### config.mk
export PLATFORM = sky130hd
export DESIGN_NAME = xlate_cache
export DESIGN_NICKNAME = d
export VERILOG_FILES = /design/src/rtl/xlate_pkg.sv /design/src/rtl/xlate_slot_sel.sv /design/src/rtl/xlate_cmd_arb.sv /design/src/rtl/xlate_flag_bank.sv /design/src/rtl/xlate_entry_ram.sv /design/src/rtl/xlate_cache.sv
export SDC_FILE = /design/constraint.sdc
export NUM_CORES = 1
export LEC_CHECK = 0
export ABC_AREA = 0
export CORE_MARGIN = 2
export CORE_UTILIZATION = 55
export DETAILED_ROUTE_END_ITERATION = 8
export DONT_BUFFER_PORTS = 1
export PLACE_DENSITY = 0.7
export REMOVE_ABC_BUFFERS = 1
export SLEW_MARGIN = 20
export SYNTH_ARGS = -nofsm -noshare
export SYNTH_HDL_FRONTEND = slang
export SYNTH_SLANG_ARGS = --single-unit
### constraint.sdc
create_clock -name clk -period 6 [get_ports clk]
set_clock_uncertainty 0.1 [all_clocks]
set_input_delay 0.9 -clock clk [delete_from_list [all_inputs] [get_ports clk]]
set_output_delay 0.9 -clock clk [all_outputs]
set_load 0.01 [all_outputs]
### src/rtl/xlate_pkg.sv
package xlate_pkg;
  // Operation applied to the slot state at the next clock edge.
  typedef enum logic [2:0] {
    XOP_NONE,
    XOP_FLUSH_ALL,
    XOP_FLUSH_LOCAL,
    XOP_UPDATE,
    XOP_INVAL
  } xop_e;
endpackage

### src/rtl/xlate_slot_sel.sv
// Maps the page-number field of a linear address onto one slot.
module xlate_slot_sel #(
  parameter int SET_LSB = 12,
  parameter int SET_W   = 3,
  parameter int WAY_LSB = 14,
  parameter int WAY_W   = 2,
  parameter int FIELD_W = 4,
  parameter int SLOT_W  = SET_W + WAY_W
) (
  input  logic [FIELD_W-1:0] field,
  output logic [SLOT_W-1:0]  slot
);
  localparam int WAY_OFF = WAY_LSB - SET_LSB;

  // slot = set * NWAY + way
  assign slot = {field[0 +: SET_W], field[WAY_OFF +: WAY_W]};
endmodule

### src/rtl/xlate_cmd_arb.sv
// Chooses the single state-changing operation for this cycle.
module xlate_cmd_arb
  import xlate_pkg::*;
(
  input  logic flush_en,
  input  logic flush_keep_global,
  input  logic upd_en,
  input  logic inv_en,
  input  logic inv_hit,
  output xop_e op
);
  always_comb begin
    op = XOP_NONE;
    if (flush_en)
      op = flush_keep_global ? XOP_FLUSH_LOCAL : XOP_FLUSH_ALL;
    else if (upd_en)
      op = XOP_UPDATE;
    else if (inv_en && inv_hit)
      op = XOP_INVAL;
  end
endmodule

### src/rtl/xlate_flag_bank.sv
// Per-slot valid and global flags, kept in registers for one-cycle flush.
module xlate_flag_bank
  import xlate_pkg::*;
#(
  parameter int NSLOT  = 32,
  parameter int SLOT_W = 5
) (
  input  logic              clk,
  input  logic              rst,
  input  xop_e              op,
  input  logic [SLOT_W-1:0] upd_slot,
  input  logic              upd_global,
  input  logic [SLOT_W-1:0] inv_slot,
  output logic [NSLOT-1:0]  valid_vec,
  output logic [NSLOT-1:0]  global_vec
);
  for (genvar g = 0; g < NSLOT; g++) begin : g_slot
    logic v_q;
    logic gl_q;
    logic upd_here;
    logic inv_here;

    assign upd_here = (op == XOP_UPDATE) && (upd_slot == SLOT_W'(g));
    assign inv_here = (op == XOP_INVAL)  && (inv_slot == SLOT_W'(g));

    always_ff @(posedge clk) begin
      if (rst) begin
        v_q  <= 1'b0;
        gl_q <= 1'b0;
      end else begin
        if (op == XOP_FLUSH_ALL)
          v_q <= 1'b0;
        else if (op == XOP_FLUSH_LOCAL && !gl_q)
          v_q <= 1'b0;
        else if (upd_here)
          v_q <= 1'b1;
        else if (inv_here)
          v_q <= 1'b0;

        if (upd_here && upd_global)
          gl_q <= 1'b1;
      end
    end

    assign valid_vec[g]  = v_q;
    assign global_vec[g] = gl_q;
  end
endmodule

### src/rtl/xlate_entry_ram.sv
// Tag and frame storage: one write port, two asynchronous read ports.
module xlate_entry_ram #(
  parameter int NSLOT  = 32,
  parameter int SLOT_W = 5,
  parameter int DATA_W = 35
) (
  input  logic              clk,
  input  logic              we,
  input  logic [SLOT_W-1:0] waddr,
  input  logic [DATA_W-1:0] wdata,
  input  logic [SLOT_W-1:0] raddr_a,
  output logic [DATA_W-1:0] rdata_a,
  input  logic [SLOT_W-1:0] raddr_b,
  output logic [DATA_W-1:0] rdata_b
);
  logic [DATA_W-1:0] mem [NSLOT];

  always_ff @(posedge clk) begin
    if (we)
      mem[waddr] <= wdata;
  end

  assign rdata_a = mem[raddr_a];
  assign rdata_b = mem[raddr_b];
endmodule

### src/rtl/xlate_cache.sv
module xlate_cache
  import xlate_pkg::*;
#(
  parameter int ADDR_W     = 32,
  parameter int PAGE_LSB   = 12,
  parameter int SET_W      = 3,
  parameter int WAY_LSB    = 14,
  parameter int WAY_W      = 2,
  parameter int TAG_LSB    = 17,
  parameter int GLOBAL_BIT = 8
) (
  input  logic              clk,
  input  logic              rst,
  input  logic [ADDR_W-1:0] lk_addr,
  output logic              lk_hit,
  output logic [ADDR_W-1:0] lk_paddr,
  input  logic              upd_en,
  input  logic [ADDR_W-1:0] upd_addr,
  input  logic [ADDR_W-1:0] upd_pte,
  input  logic              inv_en,
  input  logic [ADDR_W-1:0] inv_addr,
  input  logic              flush_en,
  input  logic              flush_keep_global
);
  localparam int SLOT_W   = SET_W + WAY_W;
  localparam int NSLOT    = 1 << SLOT_W;
  localparam int TAG_W    = ADDR_W - TAG_LSB;
  localparam int FRAME_W  = ADDR_W - PAGE_LSB;
  localparam int DATA_W   = TAG_W + FRAME_W;
  localparam int SET_TOP  = PAGE_LSB + SET_W;
  localparam int WAY_TOP  = WAY_LSB + WAY_W;
  localparam int FIELD_HI = (SET_TOP > WAY_TOP) ? SET_TOP : WAY_TOP;
  localparam int FIELD_W  = FIELD_HI - PAGE_LSB;

  logic [SLOT_W-1:0] lk_slot, upd_slot, inv_slot;
  logic [NSLOT-1:0]  valid_vec, global_vec;
  logic [DATA_W-1:0] lk_entry, inv_entry, wr_entry;
  logic              inv_hit;
  xop_e              op;

  // Bits that are neither index nor tag, and entry bits that are not stored.
  logic bits_unused;
  assign bits_unused = ^{lk_addr[TAG_LSB-1:FIELD_HI], upd_addr[TAG_LSB-1:FIELD_HI],
                         inv_addr[TAG_LSB-1:FIELD_HI], upd_addr[PAGE_LSB-1:0],
                         inv_addr[PAGE_LSB-1:0], upd_pte[PAGE_LSB-1:GLOBAL_BIT+1],
                         upd_pte[GLOBAL_BIT-1:0]};

  xlate_slot_sel #(.SET_LSB(PAGE_LSB), .SET_W(SET_W), .WAY_LSB(WAY_LSB), .WAY_W(WAY_W),
                   .FIELD_W(FIELD_W), .SLOT_W(SLOT_W))
    u_sel_lk  (.field(lk_addr[PAGE_LSB +: FIELD_W]),  .slot(lk_slot));
  xlate_slot_sel #(.SET_LSB(PAGE_LSB), .SET_W(SET_W), .WAY_LSB(WAY_LSB), .WAY_W(WAY_W),
                   .FIELD_W(FIELD_W), .SLOT_W(SLOT_W))
    u_sel_upd (.field(upd_addr[PAGE_LSB +: FIELD_W]), .slot(upd_slot));
  xlate_slot_sel #(.SET_LSB(PAGE_LSB), .SET_W(SET_W), .WAY_LSB(WAY_LSB), .WAY_W(WAY_W),
                   .FIELD_W(FIELD_W), .SLOT_W(SLOT_W))
    u_sel_inv (.field(inv_addr[PAGE_LSB +: FIELD_W]), .slot(inv_slot));

  // Stored word: tag in the upper part, frame in the lower part.
  assign wr_entry = {upd_addr[ADDR_W-1:TAG_LSB], upd_pte[ADDR_W-1:PAGE_LSB]};

  xlate_entry_ram #(.NSLOT(NSLOT), .SLOT_W(SLOT_W), .DATA_W(DATA_W)) u_ram (
    .clk     (clk),
    .we      (op == XOP_UPDATE),
    .waddr   (upd_slot),
    .wdata   (wr_entry),
    .raddr_a (lk_slot),
    .rdata_a (lk_entry),
    .raddr_b (inv_slot),
    .rdata_b (inv_entry)
  );

  assign inv_hit = valid_vec[inv_slot] &&
                   (inv_entry[DATA_W-1:FRAME_W] == inv_addr[ADDR_W-1:TAG_LSB]);

  xlate_cmd_arb u_arb (
    .flush_en          (flush_en),
    .flush_keep_global (flush_keep_global),
    .upd_en            (upd_en),
    .inv_en            (inv_en),
    .inv_hit           (inv_hit),
    .op                (op)
  );

  xlate_flag_bank #(.NSLOT(NSLOT), .SLOT_W(SLOT_W)) u_flags (
    .clk        (clk),
    .rst        (rst),
    .op         (op),
    .upd_slot   (upd_slot),
    .upd_global (upd_pte[GLOBAL_BIT]),
    .inv_slot   (inv_slot),
    .valid_vec  (valid_vec),
    .global_vec (global_vec)
  );

  always_comb begin
    lk_hit   = valid_vec[lk_slot] &&
               (lk_entry[DATA_W-1:FRAME_W] == lk_addr[ADDR_W-1:TAG_LSB]);
    lk_paddr = lk_hit ? {lk_entry[FRAME_W-1:0], lk_addr[PAGE_LSB-1:0]} : '0;
  end
endmodule

-- Yosys cells after proc, flatten, opt, wreduce, memory -nomap -nowiden
Memories as Yosys holds them, arrays and structs flattened.
Cells that the tools add are included.
- bits in registers: 32
- input port bits: 134
- output and inout bits: 33
- memories: 1
- bits in writable memories: 1120
- word-level logic and storage cells: 231
- memories (memory ; words ; bits a word ; rd ports ; clocked after memory_dff ; wr ports ; line ; source):
    u_ram.mem ; 32 ; 35 ; 2 ; 0 ; 1 ; xlate_entry_ram.sv:16 ; logic [DATA_W-1:0] mem [NSLOT];
- $lt $le $gt $ge: 2
- reductions and logical operators: 117
- multiplexer cells: 43
- equality and inequality tests: 36
- operators with widths (cell ; count):
    5-bit equality test (second input constant) ; 16
    1-bit logical AND ; 67
    3-bit OR reduction ; 16
    5-bit by 4-bit equality test with 1-bit output (second input constant) ; 8
    1-bit two-way mux ; 36
    32-bit two-way mux ; 1
    2-bit nonzero test ; 16
    15-bit equality test ; 2
    5-bit by 3-bit equality test with 1-bit output (second input constant) ; 4
    1-bit zero test ; 16
    5-bit by 6-bit < comparator with 1-bit output (second input constant) ; 2
    5-bit by 2-bit equality test with 1-bit output (second input constant) ; 2
    5-bit zero test ; 2
    3-bit two-way mux ; 3
    1-bit binary-select mux with 4-bit select ; 2
    3-bit by 2-bit equality test with 1-bit output (second input constant) ; 2
    3-bit by 1-bit equality test with 1-bit output (second input constant) ; 1
    3-bit equality test (second input constant) ; 1
    2-bit two-way mux ; 1

-- Depth between registers and ports, before layout
- depth after elaboration: 11
- gate-level depth with buffers: 11
- gate-level depth less buffers: 8

-- By module
From an unflattened synthesis, not the netlist that was laid out.
- cells, all modules: 4240
- area total of the unflattened synthesis: 58133.3 um2
- by module, submodules not included (module ; times used ; area an instance (um2) ; seq. area each (um2) ; cells each):
    xlate_entry_ram ; 1 ; 53422.5 ; 33632.3 ; 3702
    xlate_flag_bank ; 1 ; 3414.5 ; 1281.2 ; 398
    xlate_cache ; 1 ; 1153.6 ; 0.0 ; 121
    xlate_slot_sel ; 3 ; 37.5 ; 0.0 ; 5
    xlate_cmd_arb ; 1 ; 30.0 ; 0.0 ; 4

-- Least setup slack after synthesis
Ideal clock, no wire load.
- path kind: input-to-reg
- start point: input flush_en
- end point: register u_flags.g_slot[0].v_q
- setup slack: 1.400 ns
- stages on the path: 5
- data arrival time: 4.420 ns
- data required time: 5.821 ns
- buffers on the path: 0
- setup time: 0.079 ns
- cells stage by stage: nand2b_1 > or3_1 > nor3_1 > o221ai_1 > a21oi_1
- word-level cells in the longest chain between the ends: 4
- elaborated cells between the ends (all ways): 11
- classes of those cells: 4 x eq/ne; 2 x mux; 5 x reduce/logical
- RTL lines (element ; line ; source):
    from (decl) ; xlate_cache.sv:22 ; input logic flush_en,
    3-bit two-way mux * ; xlate_cmd_arb.sv:14 ; if (flush_en)
    3-bit by 2-bit equality test with 1-bit output (tied with other cells) ; xlate_flag_bank.sv:33 ; else if (op == XOP_FLUSH_LOCAL && !gl_q)
    1-bit logical AND, on equally long branches ; xlate_flag_bank.sv:33, xlate_flag_bank.sv:23, xlate_flag_bank.sv:24 ;
    3-bit OR reduction (no source line) (tied with other cells) ; -- ;
    to (signal assigned) ; xlate_flag_bank.sv:32 ; v_q <= 1'b0;
    to (signal assigned) ; xlate_flag_bank.sv:34 ; v_q <= 1'b0;
    to (signal assigned) ; xlate_flag_bank.sv:36 ; v_q <= 1'b1;
    to (decl) ; xlate_flag_bank.sv:18 ; logic v_q;
Every way passes the cells marked *; elsewhere a longest branch is shown, timed or not.
A chain may end at the register's enable or synchronous reset.

-- Worst setup path in the final report
- start point: input lk_addr[15]
- end point: output lk_paddr[3]
- word-level cells in the longest chain between the ends: 4
- elaborated cells between the ends (all ways): 6
- classes of those cells: 1 x eq/ne; 3 x mux; 1 x reduce/logical; 1 x memory
- RTL lines (element ; line ; source):
    from (decl) ; xlate_cache.sv:14 ; input logic [ADDR_W-1:0] lk_addr,
    memory read 32 x 35 bit or 1-bit binary-select mux with 4-bit select (tied branches) ; -- ;
    15-bit equality test or 1-bit two-way mux (tied branches) ; xlate_cache.sv:97, xlate_cache.sv:96 ;
    1-bit logical AND * ; xlate_cache.sv:96 ; lk_hit = valid_vec[lk_slot] &&
    named net lk_hit ; xlate_cache.sv:15 ; output logic lk_hit,
    32-bit two-way mux * ; xlate_cache.sv:98 ; lk_paddr = lk_hit ? {lk_entry[FRAME_W-1:0], lk_addr[PAGE_LSB-1:0]} : '0;
    to (decl) ; xlate_cache.sv:16 ; output logic [ADDR_W-1:0] lk_paddr,
Mark *: on every way through the listed nets, which the timed path passes. The rest lies on a longest branch. The select of a mux whose other input is x is not followed.

==> results_dict.tcl <==
set metrics [dict create \
    fin_setup_tns_ns 0 \
    timing.final.max_slew_violations 0 \
    powerDensity_nw_per_um2 314 \
    p_seq_share_pct 52.2 \
    drive_above_1_share_pct 27.6 \
    io_buffers 0 \
    synth_top_area_share_pct 66.6 \
    p_total_uw 8770 \
    diodes 0 \
    syn2layout_area_growth_pct 10.6 \
    final_cell_mix "560 x edfxtp_1, 221 x mux4_2, 61 x clkbuf_16" \
    critPathArrivalTime_ns 3.85 \
    pwr-share-clk_pct 43.6 \
    path_depth 7 \
    ios 167 \
    postCtsSetupRepairBufs 0 \
    rsz0062_at_grt "false" \
    htree_levels 2 \
    p_int_uw 7070 \
    grt_pass1_wl_mm 85.9 \
    max_stage_delay_ns 0.79 \
    die_w_um 218 \
    period_share_pct 80.8 \
    crit_slowest_cell "or4_4" \
    hold_viol 0 \
    grt_max_degree 145 \
    fmax_mhz 206 \
    die_area_um2 47600 \
    power_frac_comb_pct 4.2 \
    hp-class "input pin to register" \
    worst_pin_slew_ns 1.17 \
    cp_max_fo 144 \
    syn_inst 1237 \
    final_common_cell "edfxtp_1" \
    cts_resized 0 \
    end_kind "primary output" \
    fin_nets 1378 \
    start_util_pct 55.6 \
    syn_area_per_cell_um2 20.4 \
    path_buf_inv 1 \
    reg2regPathDepth 8 \
    slew_headroom_pct 20.1 \
    clk_pin_slew_ns 0.06 \
    vias_per_cell 6.71 \
    vias 12700 \
    p_leak_uw 0.00873 \
    synthFlopType "edfxtp_1" \
    status "finished clean" \
    period_minus_slack_ns 4.85 \
    worstSetupPathType "input pin to primary output" \
    drc 0 \
    wl_per_cell_um 31.0 \
    cts_tree "built" \
    path_delay_family "simple AND/OR/NAND/NOR gates" \
    crit_chain "mux4_2 -> mux4_2 -> xnor2_1 -> nand4_1 -> or4_4 -> inv_2 -> and2_1" \
    n_fill_cell 3158 \
    synth_warnings 0 \
    synth_area_um2 25200 \
    clock_path_buffers 3 \
    cpMostUsedCell "mux4_2" \
    crit_required_ns 5.00 \
    rows 78 \
    cts_sinks 592 \
    setup_viol 0 \
    cap_violations 0 \
    core-area_um2 45400 \
    die_h_um 218 \
    grt-ovfl-total 0 \
    cts_hold_repair.buffers 0 \
    synth_cell_types 48 \
    grt_use_total_pct 25.2 \
    place.gp.congestion 0.812 \
    synth_area_leaders "edfxtp_1 67%, mux4_2 20%, dfxtp_1 2.5%" \
    worstReg2RegEnd "u_flags.g_slot[12].v_q" \
    wl_mm 58.6 \
    rrSetupSlack_ns 1.99 \
    startpoint_type "input pin" \
    placed_cell_area_um2 25900 \
    switching_share_pct 19.4 \
    antenna_found_initial 1 \
    synth_edf_count 560 \
    yosys.area.top_type "edfxtp_1" \
    drtIter0Drc 1581 \
    cts_buffers 60 \
    fin_area_um2 27900 \
    ys_seq_elements 592 \
    clock_latency_ns 0.64 \
    cts_root_buffer "clkbuf_16" \
    startpoint "lk_addr[15]" \
    grt_pass1_vias 13100 \
    dr.pass1.iters 6 \
    drtAntennaViolNets 0 \
    hpwl_mm 31.1 \
    rr_startpoint "u_ram.mem[12][28]" \
    seq_area_frac_synth_pct 69.2 \
    async_reset_ff_share_pct 0 \
    crit_end "lk_paddr[3]" \
    power_switching_uw 1700 \
    holdWs_ns 0.233 \
    peakVddDrop_mv 0.257 \
]
[how the worst min path moves through the flow]
stage                            start                      end  cells past startpoint
2_1_floorplan   u_flags.g_slot[0].gl_q   u_flags.g_slot[0].gl_q                      2
6_report                           rst  u_flags.g_slot[31].gl_q                      1
3_5_place_dp   u_flags.g_slot[17].gl_q  u_flags.g_slot[17].gl_q                      2
3_3_place_gp   u_flags.g_slot[14].gl_q  u_flags.g_slot[14].gl_q                      2
4_1_cts                            rst  u_flags.g_slot[31].gl_q                      1
5_1_grt                            rst  u_flags.g_slot[27].gl_q                      1
[routing by layer]
metal	up-vias	GRT usage, %	share of wire (%)
met3	90	5.66	8.8
met2	601	39.7	48
li1	5244	-	-
met5	-	0	0
met1	6763	35.8	40
met4	0	7.78	2.4
[worst reg2reg max path, stage by stage, from the launching register on]
cell	delay (ns)
edfxtp_1	0.40
mux4_2	0.47
mux2i_1	0.16
xor2_1	0.21
nand4_1	0.15
a2111oi_0	1.05
nand4_1	0.36
nor4_1	0.79
a31oi_1	0.17
[synthesized netlist by cell type, drive strengths merged (3+ instances only)]
cell,n
nor4,3
a22oi,5
xor2,20
mux2i,54
o221ai,16
a221oi,7
a31oi,5
nor3,8
mux2,13
a21oi,31
inv,11
dfxtp,32
nand2b,7
o21ai,3
a211oi,5
and2,13
buf,40
nor2,46
clkbuf,35
nand2,15
o22ai,6
edfxtp,560
nor2b,26
mux4,221
nand4,7
a22o,4
xnor2,22
[power by group through the flow]
stage          Clock [µW]  Sequential (µW)  Combinational [µW]
6_report             3820             4580                 365
5_1_grt              4030             4580                 383
4_1_cts              3890             4580                 366
3_5_place_dp            0             4670                 364
3_3_place_gp            0             4670                 362
2_1_floorplan           0             4670                 289
[cells by family (layout without fill, tap and decap cells)]
logic type             count (synthesis)  in the layout  synth area share [%]
XOR/XNOR                              42             42                  1.46
multiplexers                         288            288                  22.4
buffers and inverters                 86            141                  1.61
flip-flops                           592            592                  69.2
AND/OR/NAND/NOR                      134            134                  2.72
AO/OA/AOI/OAI                         95             95                  2.63
[stage by stage]
step / std cells / setup WS, ns / utilization (%)
global placement: 1781 / 1.20 / 57.0
CTS: 1892 / 1.18 / 61.5
finish: 1892 / 1.15 / 61.5
global route: 1892 / 1.09 / 61.5
floorplan: 1162 / 1.40 / -
detailed placement: 1782 / 1.21 / 57.1
[cell type report]
| type | instances | area, µm² | share of cell area [%] |
|---|---|---|---|
| multi-input cells | 559 | 7490 | 26.8 |
| well taps | 600 | 751 | 2.69 |
| clock buffers | 83 | 1660 | 5.94 |
| clock inverters | 27 | 380 | 1.36 |
| inverters | 11 | 41.3 | 0.148 |
| repair buffers | 20 | 150 | 0.538 |
| flip-flops and latches | 592 | 17500 | 62.5 |
[sequential cells by signal, summed over array words and instances (netlist names)]
register and flops:
u_ram.mem 560, u_flags.g_slot.v_q 16, u_flags.g_slot.gl_q 16
No activity file was read; power rests on OpenSTA's default activity.
